### src/rtl/rle_sample_expander.sv
module rle_sample_expander #(
  parameter int CH_W    = 8,
  parameter int LIMIT_W = 16
) (
  input  logic                 clk,
  input  logic                 rst_n,
  input  logic                 start,
  input  logic [LIMIT_W-1:0]   limit,
  input  logic                 stream_end,
  input  logic [CH_W-1:0]      in_data,
  input  logic                 in_valid,
  output logic                 in_ready,
  output logic [4*CH_W-1:0]    out_data,
  output logic                 out_valid,
  input  logic                 out_ready,
  output logic                 done,
  output logic [LIMIT_W-1:0]   written
);
  localparam int REP_W = CH_W + 1;

  logic               run, end_seen;
  logic [1:0]         slot;
  logic [CH_W-1:0]    ch_a, ch_b, ch_c;
  logic [REP_W-1:0]   reps;
  logic [LIMIT_W-1:0] budget;
  logic               in_fire, out_fire, rec_idle, finish;

  assign in_ready  = run && (reps == '0) && (budget != '0);
  assign out_valid = run && (reps != '0);
  assign out_data  = {{CH_W{1'b0}}, ch_c, ch_b, ch_a};
  assign in_fire   = in_valid && in_ready;
  assign out_fire  = out_valid && out_ready;
  assign rec_idle  = (slot == 2'd0) && (reps == '0) && !in_fire;
  assign finish    = run && ((out_fire && budget == LIMIT_W'(1)) ||
                             (budget == '0) ||
                             ((end_seen || stream_end) && rec_idle));

  always_ff @(posedge clk or negedge rst_n) begin
    if (!rst_n) begin
      run <= 1'b0; done <= 1'b0; end_seen <= 1'b0; slot <= 2'd0;
      ch_a <= '0; ch_b <= '0; ch_c <= '0;
      reps <= '0; budget <= '0; written <= '0;
    end else if (start) begin
      run <= 1'b1; done <= 1'b0; end_seen <= 1'b0; slot <= 2'd0;
      reps <= '0; budget <= limit; written <= '0;
    end else begin
      if (stream_end && run) end_seen <= 1'b1;
      if (in_fire) begin
        slot <= slot + 2'd1;
        case (slot)
          2'd0: ch_a <= in_data;
          2'd1: ch_b <= in_data;
          2'd2: ch_c <= in_data;
          default: reps <= REP_W'(in_data) + REP_W'(1);
        endcase
      end
      if (out_fire) begin
        reps    <= reps - REP_W'(1);
        budget  <= budget - LIMIT_W'(1);
        written <= written + LIMIT_W'(1);
      end
      if (finish) begin
        run  <= 1'b0;
        done <= 1'b1;
        reps <= '0;
      end
    end
  end

  p_hold_r7: assert property (@(posedge clk) disable iff (!rst_n)
    out_valid && !out_ready && !start |=> out_valid && $stable(out_data));

  p_count_r6: assert property (@(posedge clk) disable iff (!rst_n)
    out_fire && !start |=> written == $past(written) + LIMIT_W'(1));

  p_still_r6: assert property (@(posedge clk) disable iff (!rst_n)
    !out_fire && !start |=> $stable(written));

  p_quiet_r5: assert property (@(posedge clk) disable iff (!rst_n)
    done |-> !in_ready && !out_valid);

  p_budget_r4: assert property (@(posedge clk) disable iff (!rst_n)
    out_valid |-> budget != '0);
endmodule

### config.mk
export PLATFORM = sky130hd
export DESIGN_NAME = rle_sample_expander
export DESIGN_NICKNAME = d
export VERILOG_FILES = /design/src/rtl/rle_sample_expander.sv
export SDC_FILE = /design/constraint.sdc
export NUM_CORES = 1
export LEC_CHECK = 0
export BUFFER_PORTS_ARGS = -buffer_cell sky130_fd_sc_hd__buf_2
export CAP_MARGIN = 20
export CORE_UTILIZATION = 50
export CTS_BUF_LIST = sky130_fd_sc_hd__clkbuf_8
export DETAILED_ROUTE_END_ITERATION = 8
export GPL_TIMING_DRIVEN = 0
export PLACE_DENSITY = 0.83
export SLEW_MARGIN = 10
export SYNTH_ARGS = -nofsm -noshare
export SYNTH_HDL_FRONTEND = slang
export SYNTH_SLANG_ARGS = --single-unit
### constraint.sdc
create_clock -name clk -period 5.6 [get_ports clk]
set_input_delay 0.84 -clock clk [delete_from_list [all_inputs] [get_ports clk]]
set_output_delay 0.84 -clock clk [all_outputs]
set_load 0.005 [all_outputs]
==> results of run 1 <==
cell usage in the layout (no fill, tap or decap), types with 2 or more instances in the layout:
master     count
conb_1         8
nand2_1       27
inv_1         12
buf_2         74
dfrtp_1       70
xnor2_1       30
nor4_1         7
and2_1         3
buf_4          9
nand3_1        9
ha_1          11
or4_1          4
a21o_1         4
or3_1          2
xor2_1         8
nor2_1        28
clkbuf_1       8
and3_1         6
a21oi_1       15
clkinv_2       3
o2111ai_2      2
nor3_1        16
a22oi_1        2
mux2_4        24
nand4_1        4
o21ai_1        6
mux2i_1        2
a211oi_4       2
nand3_4        3
clkbuf_8      11
a211oi_1       4
o21ai_0       11
worst max-delay path by stage:
stage              start  endpoint  slack [ns]  cells after the start
6_report       budget[6]  in_ready        2.74                      4
3_5_place_dp   budget[7]  in_ready        3.09                      4
2_1_floorplan  budget[7]  in_ready        3.37                      3
5_1_grt        budget[7]  in_ready        2.66                      4
3_3_place_gp   budget[7]  in_ready        3.13                      4
4_1_cts        budget[6]  in_ready        2.71                      4
stage by stage:
stage                     total power [mW]  instance area [µm²]  utilization  hold slack [ns]  instances
after floorplan                      1.327                 3897            -           0.4574        363
after global placement               1.538                 4377       0.5939           0.4757        533
after detailed placement             1.575                 4407       0.5980           0.4919        534
after CTS                            1.951                 4581       0.6216           0.3751        549
after global routing                 2.065                 4581       0.6216           0.3936        549
final                                1.936                 4581       0.6216           0.3785        549
layer usage:
metal | wire (µm) | part of all wire
met4 | 159 | 0.019
met1 | 3762 | 0.45
met2 | 4054 | 0.49
met5 | 0 | 0
met3 | 335 | 0.040
final cells by class:
type / instances / area share
Clock buffer: 11 / 0.03305
Inverter: 13 / 0.01065
Sequential cell: 70 / 0.3824
Multi-Input combinational cell: 259 / 0.4313
Buffer: 21 / 0.02650
Timing Repair Buffer: 72 / 0.08413
Tap cell: 99 / 0.02704
Clock inverter: 4 / 0.004917
kinds of logic after synthesis:
family	share of synthesized area
and+or+nand+nor	0.1745
DFF	0.4525
AOI/OAI and AO/OA	0.1083
xor gates and xnor gates	0.08597
buffers and inverters	0.04396
muxes	0.09826
adders and majority gates	0.03555
other	0.0009687
power by group through the flow:
stage / logic (mW) / registers (mW) / clock network, mW
2_1_floorplan: 0.582 / 0.745 / 0
3_3_place_gp: 0.792 / 0.746 / 0
3_5_place_dp: 0.818 / 0.757 / 0
4_1_cts: 0.826 / 0.747 / 0.378
5_1_grt: 0.906 / 0.764 / 0.394
6_report: 0.820 / 0.749 / 0.367
sequential cells by signal (all words and copies together), names as in the netlist:
| signal | cells |
|---|---|
| ch_b | 8 |
| run | 1 |
| slot | 2 |
| budget | 16 |
| ch_c | 8 |
| written | 16 |
| done | 1 |
| reps | 9 |
| end_seen | 1 |
| ch_a | 8 |
==> impl_metrics.csv, run 1 <==
group,metric,value,unit
pwr,leakage,2.180,nW
yosys,ys_warn_count,0,
outcome,outcome,"finished, final reports clean",
final_layout,multi_input_area,1976,µm²
clock_tree,clkSinkCount,70,
sta,relSlewSlack,0.6648,
floorplan,fp-row-count,31,
placement,dp_slack,3.090,ns
grt,grt-busiest-layer,"met2",
sta,max_freq,0.3493,GHz
clock_tree,cts_tree,"done",
yosys,yosysMostFrequentCell,"dfrtp_1",
sta,worstMarginPinSlew,0.5012,ns
pwr,p_sw,0.7112,mW
routing,wl,8312,µm
yosys,synthFlopType,"dfrtp_1",
setup_path,ff2ff_path_depth,7,
sta,rsz0062_at_grt,"false",
clock_tree,clk_path_buf_depth,2,
final_layout,antenna_cells,0,
yosys,synth_top_area_cell,"dfrtp_1",
routing,ant_nets,0,
final_layout,nets,487,
pwr,ir_drop,0.0002360,V
routing,drtIter0Drc,148,
yosys,synthDistinctLibCells,53,
sta,hold_viol,0,
clock_tree,h-tree-depth,3,
setup_path,regToRegSetupSlack,3.28,ns
job,drv_cap,0,
yosys,synth_seq_cells,70,
sta,period_share,0.5112,
floorplan,io_pins,81,
setup_path,end_kind,"output port",
clock_tree,cts_resized,0,
pwr,pwr-share-clk,0.190,
worst_hold_path,hold_path_class,"in -> async",
pwr,sw_frac_of_total,0.3674,
placement,hpwl,6064,µm
floorplan,dieArea,8098,µm²
floorplan,core_area,7370,µm²
setup_path,path_delay_family,"simple AND/OR/NAND/NOR gates",
final_layout,fillCellCount,623,
sta,drv_slew,0,
grt,grt_util_met2,0.3635,
clock_tree,hold_buffers,0,
floorplan,die-height,89.99,µm
setup_path,crit_buf_inv,1,
setup_path,worstPathRequired,4.76,ns
floorplan,fp.dieW,89.99,µm
final_layout,regArea,1752,µm²
sta,fin_tns_setup,0,ns
final_layout,drive_above_1_share,0.3111,
pwr,intPower,1.224,mW
final_layout,area_growth,18.33,%
grt,gr-usage-met1,0.2836,
yosys,seq_area_frac_synth,0.4525,
yosys,syn_area_per_cell,10.87,µm²
yosys,synthArstFlopShare,1.000,
clock_tree,clkSlewWorstSetupHoldPaths,0.07,ns
setup_path,crit_chain,"or4_4, nor3_4, a211oi_1, buf_2",
yosys,synth_cells,356,
sta,fin_worst_skew,0.007802,ns
placement,gp_congestion,0.8532,
setup_path,cp.arrival,2.02,ns
grt,track_usage,0.2185,
routing,viasPerCell,5.359,
routing,drc,0,
pwr,p_seq_frac,0.387,
clock_tree,cts_buffers,9,
clock_tree,post_cts_buffers,0,
setup_path,r2r-start,"reps[0]",
grt,grt_max_degree,49,
routing,post_drt_wl_per_cell,15.14,µm
yosys,syn_area,3871,µm²
placement,io_buffers,71,
pwr,combPwrFrac,0.424,
grt,grt.met3_usage,0.03130,
setup_path,crit_fanout,6,
grt,gr-total-overflow,0,
setup_path,crit_type,"reg -> out",
sta,min_period,2.863,ns
yosys,synth_area_leaders,"dfrtp_1, mux2_4, xnor2_1",
routing,num_vias,2942,
pwr,power.density,422.6,nW/µm²
setup_path,r2r_end,"ch_b[0]",
setup_path,start_kind,"register",
floorplan,initial_core_util,0.5253,
yosys,synth_edf_count,0,
yosys,synth_top_area_frac,0.4525,
clock_tree,clk-insertion-delay-late,0.35,ns
clock_tree,root_buffer,"clkbuf_8",
sta,finalSetupViolations,0,
setup_path,max_stage_delay,0.57,ns
grt,antenna_found_initial,0,
grt,grt_pass1_vias,2933,
routing,firstDrtPassIters,4,
grt,grt_pass1_wl,14190,µm
yosys,synth_commonest_cells,"dfrtp_1, xnor2_1, nor2_1",
sta,fin_ws,2.737,ns
setup_path,slowest_stage,"or4_4",
No activity file was read; power rests on OpenSTA's default activity.
==> run 2: changes to the inputs <==
clock period = 2.95 ns   (was 5.6 ns; I/O delays follow)
==> impl_metrics.csv, run 2 (synthesis gave the netlist of run 1 again) <==
group,metric,value,unit
outcome,outcome,"finished, final reports clean",
clock_tree,clkSlewWorstSetupHoldPaths,0.07,ns
clock_tree,root_buffer,"clkbuf_8",
job,drv_cap,0,
sta,fin_tns_setup,0,ns
worst_hold_path,holdCritStartpoint,"limit[6]",
routing,wl,8333,µm
sta,relSlewSlack,0.6621,
routing,ant_nets,0,
setup_path,max_stage_delay,0.57,ns
setup_path,crit_type,"reg -> out",
floorplan,fp.dieW,89.99,µm
clock_tree,clk-insertion-delay-late,0.35,ns
setup_path,crit_chain,"or4_4, nor3_4, a211oi_1, buf_2",
sta,fin_worst_skew,0.007567,ns
final_layout,fin_cells,550,
final_layout,nets,488,
routing,viasPerCell,5.356,
pwr,ir_drop,0.0004489,V
final_layout,multi_input_area,1976,µm²
final_layout,final_cell_mix,"buf_2, dfrtp_1, xnor2_1, nor2_1, nand2_1",
sta,hold_ws,0.3064,ns
final_layout,antenna_cells,0,
placement,hpwl,6064,µm
pwr,p_seq_frac,0.386,
clock_tree,cts_buffers,9,
setup_path,regToRegSetupSlack,0.63,ns
floorplan,io_pins,81,
setup_path,end_kind,"output port",
pwr,power.density,800.9,nW/µm²
routing,firstDrtPassIters,4,
clock_tree,clk_path_buf_depth,2,
clock_tree,clkSinkCount,70,
setup_path,start_kind,"register",
setup_path,slowest_stage,"or4_4",
routing,num_vias,2946,
pwr,p_total,3.677,mW
grt,track_usage,0.2185,
final_layout,fillCellCount,622,
pwr,intPower,2.325,mW
sta,period_share,0.8398,
pwr,p_sw,1.351,mW
setup_path,r2r_end,"ch_b[0]",
grt,gr-total-overflow,0,
final_layout,regArea,1752,µm²
final_layout,area_growth,18.58,%
pwr,leakage,2.184,nW
final_layout,fin_util,0.6229,
final_layout,drive_above_1_share,0.3104,
grt,grt_pass1_vias,2933,
worst_hold_path,hold_path_class,"in -> reg",
grt,grt_pass1_wl,14190,µm
placement,io_buffers,71,
floorplan,die-height,89.99,µm
sta,worstMarginPinSlew,0.5069,ns
sta,finalSetupViolations,0,
grt,antenna_found_initial,0,
setup_path,r2r-start,"reps[0]",
pwr,sw_frac_of_total,0.3676,
setup_path,cp.arrival,2.03,ns
sta,hold_viol,0,
routing,drtIter0Drc,142,
setup_path,worstPathRequired,2.51,ns
placement,placed_cells,534,
floorplan,initial_core_util,0.5253,
worst_hold_path,hold_depth,3,
final_layout,reg_top3,"budget x16, written x16, reps x9",
floorplan,dieArea,8098,µm²
worst_hold_path,hold_end,"budget[6]",
floorplan,fp-row-count,31,
routing,post_drt_wl_per_cell,15.15,µm
sta,rsz0062_at_grt,"false",
clock_tree,cts_tree,"done",
sta,min_period,2.477,ns
routing,drc,0,
grt,grt_max_degree,49,
sta,drv_slew,0,
pwr,combPwrFrac,0.424,
floorplan,core_area,7370,µm²
placement,gp_congestion,0.8532,
pwr,pwr-share-clk,0.189,
setup_path,crit_fanout,6,
setup_path,ff2ff_path_depth,7,
final_layout,layout_commonest_cell,"buf_2",
clock_tree,h-tree-depth,3,
sta,max_freq,0.4037,GHz
## run 2: cell types whose count changed in the layout (fill, tap and decap cells not counted)
| cell | delta |
|---|---|
| dlygate4sd3_1 | +1 |
## run 2: area by class of cell
class / count / share of cell area
timing repair buffer: 73 / 0.08613
tap: 99 / 0.02698
buffer: 21 / 0.02644
clock inverter: 4 / 0.004906
clock buffer: 11 / 0.03298
inverter: 13 / 0.01063
sequential: 70 / 0.3816
multi-input combinational: 259 / 0.4304
## run 2: worst max path at each step
stage                   start  endpoint  slack, ns  cells past startpoint
floorplan             reps[0]   ch_a[0]       0.87                      7
global placement      reps[0]   ch_b[3]       0.70                      7
detailed placement    reps[0]   ch_b[3]       0.64                      7
CTS                 budget[6]  in_ready       0.46                      4
global route        budget[7]  in_ready       0.41                      4
finish              budget[6]  in_ready       0.47                      4
## run 2: critical path: cells and delay by family, from the launching register on
family	cells	cell delay, ns
AOI/OAI and AO/OA	1	0.17
buffers and inverters	1	0.16
DFF	1	0.41
and+or+nand+nor	2	0.95
## run 2: repair_timing
item,CTS,global route
endpoints found under the hold margin,22,0
gates resized for setup,0,0
setup buffers,0,0
hold buffers,1,0
## run 2: per-layer routing
metal  track usage  wire, µm  share of wire
met1        0.2836      3744           0.45
met2        0.3635      4071           0.49
met3       0.03130       352          0.042
met4       0.09946       164          0.020
met5             0         0              0
## run 2: metrics by stage
| step | area, µm² | worst slack [ns] |
|---|---|---|
| floorplan | 3897 | 0.8671 |
| global placement | 4377 | 0.7017 |
| detailed placement | 4407 | 0.6401 |
| CTS | 4591 | 0.4566 |
| global route | 4591 | 0.4106 |
| finish | 4591 | 0.4727 |
## run 2: power groups by stage
stage / clock [mW] / combinational (mW) / sequential (mW)
finish: 0.696 / 1.56 / 1.42
detailed placement: 0 / 1.55 / 1.44
global route: 0.748 / 1.72 / 1.45
global placement: 0 / 1.50 / 1.42
floorplan: 0 / 1.10 / 1.41
CTS: 0.717 / 1.57 / 1.42
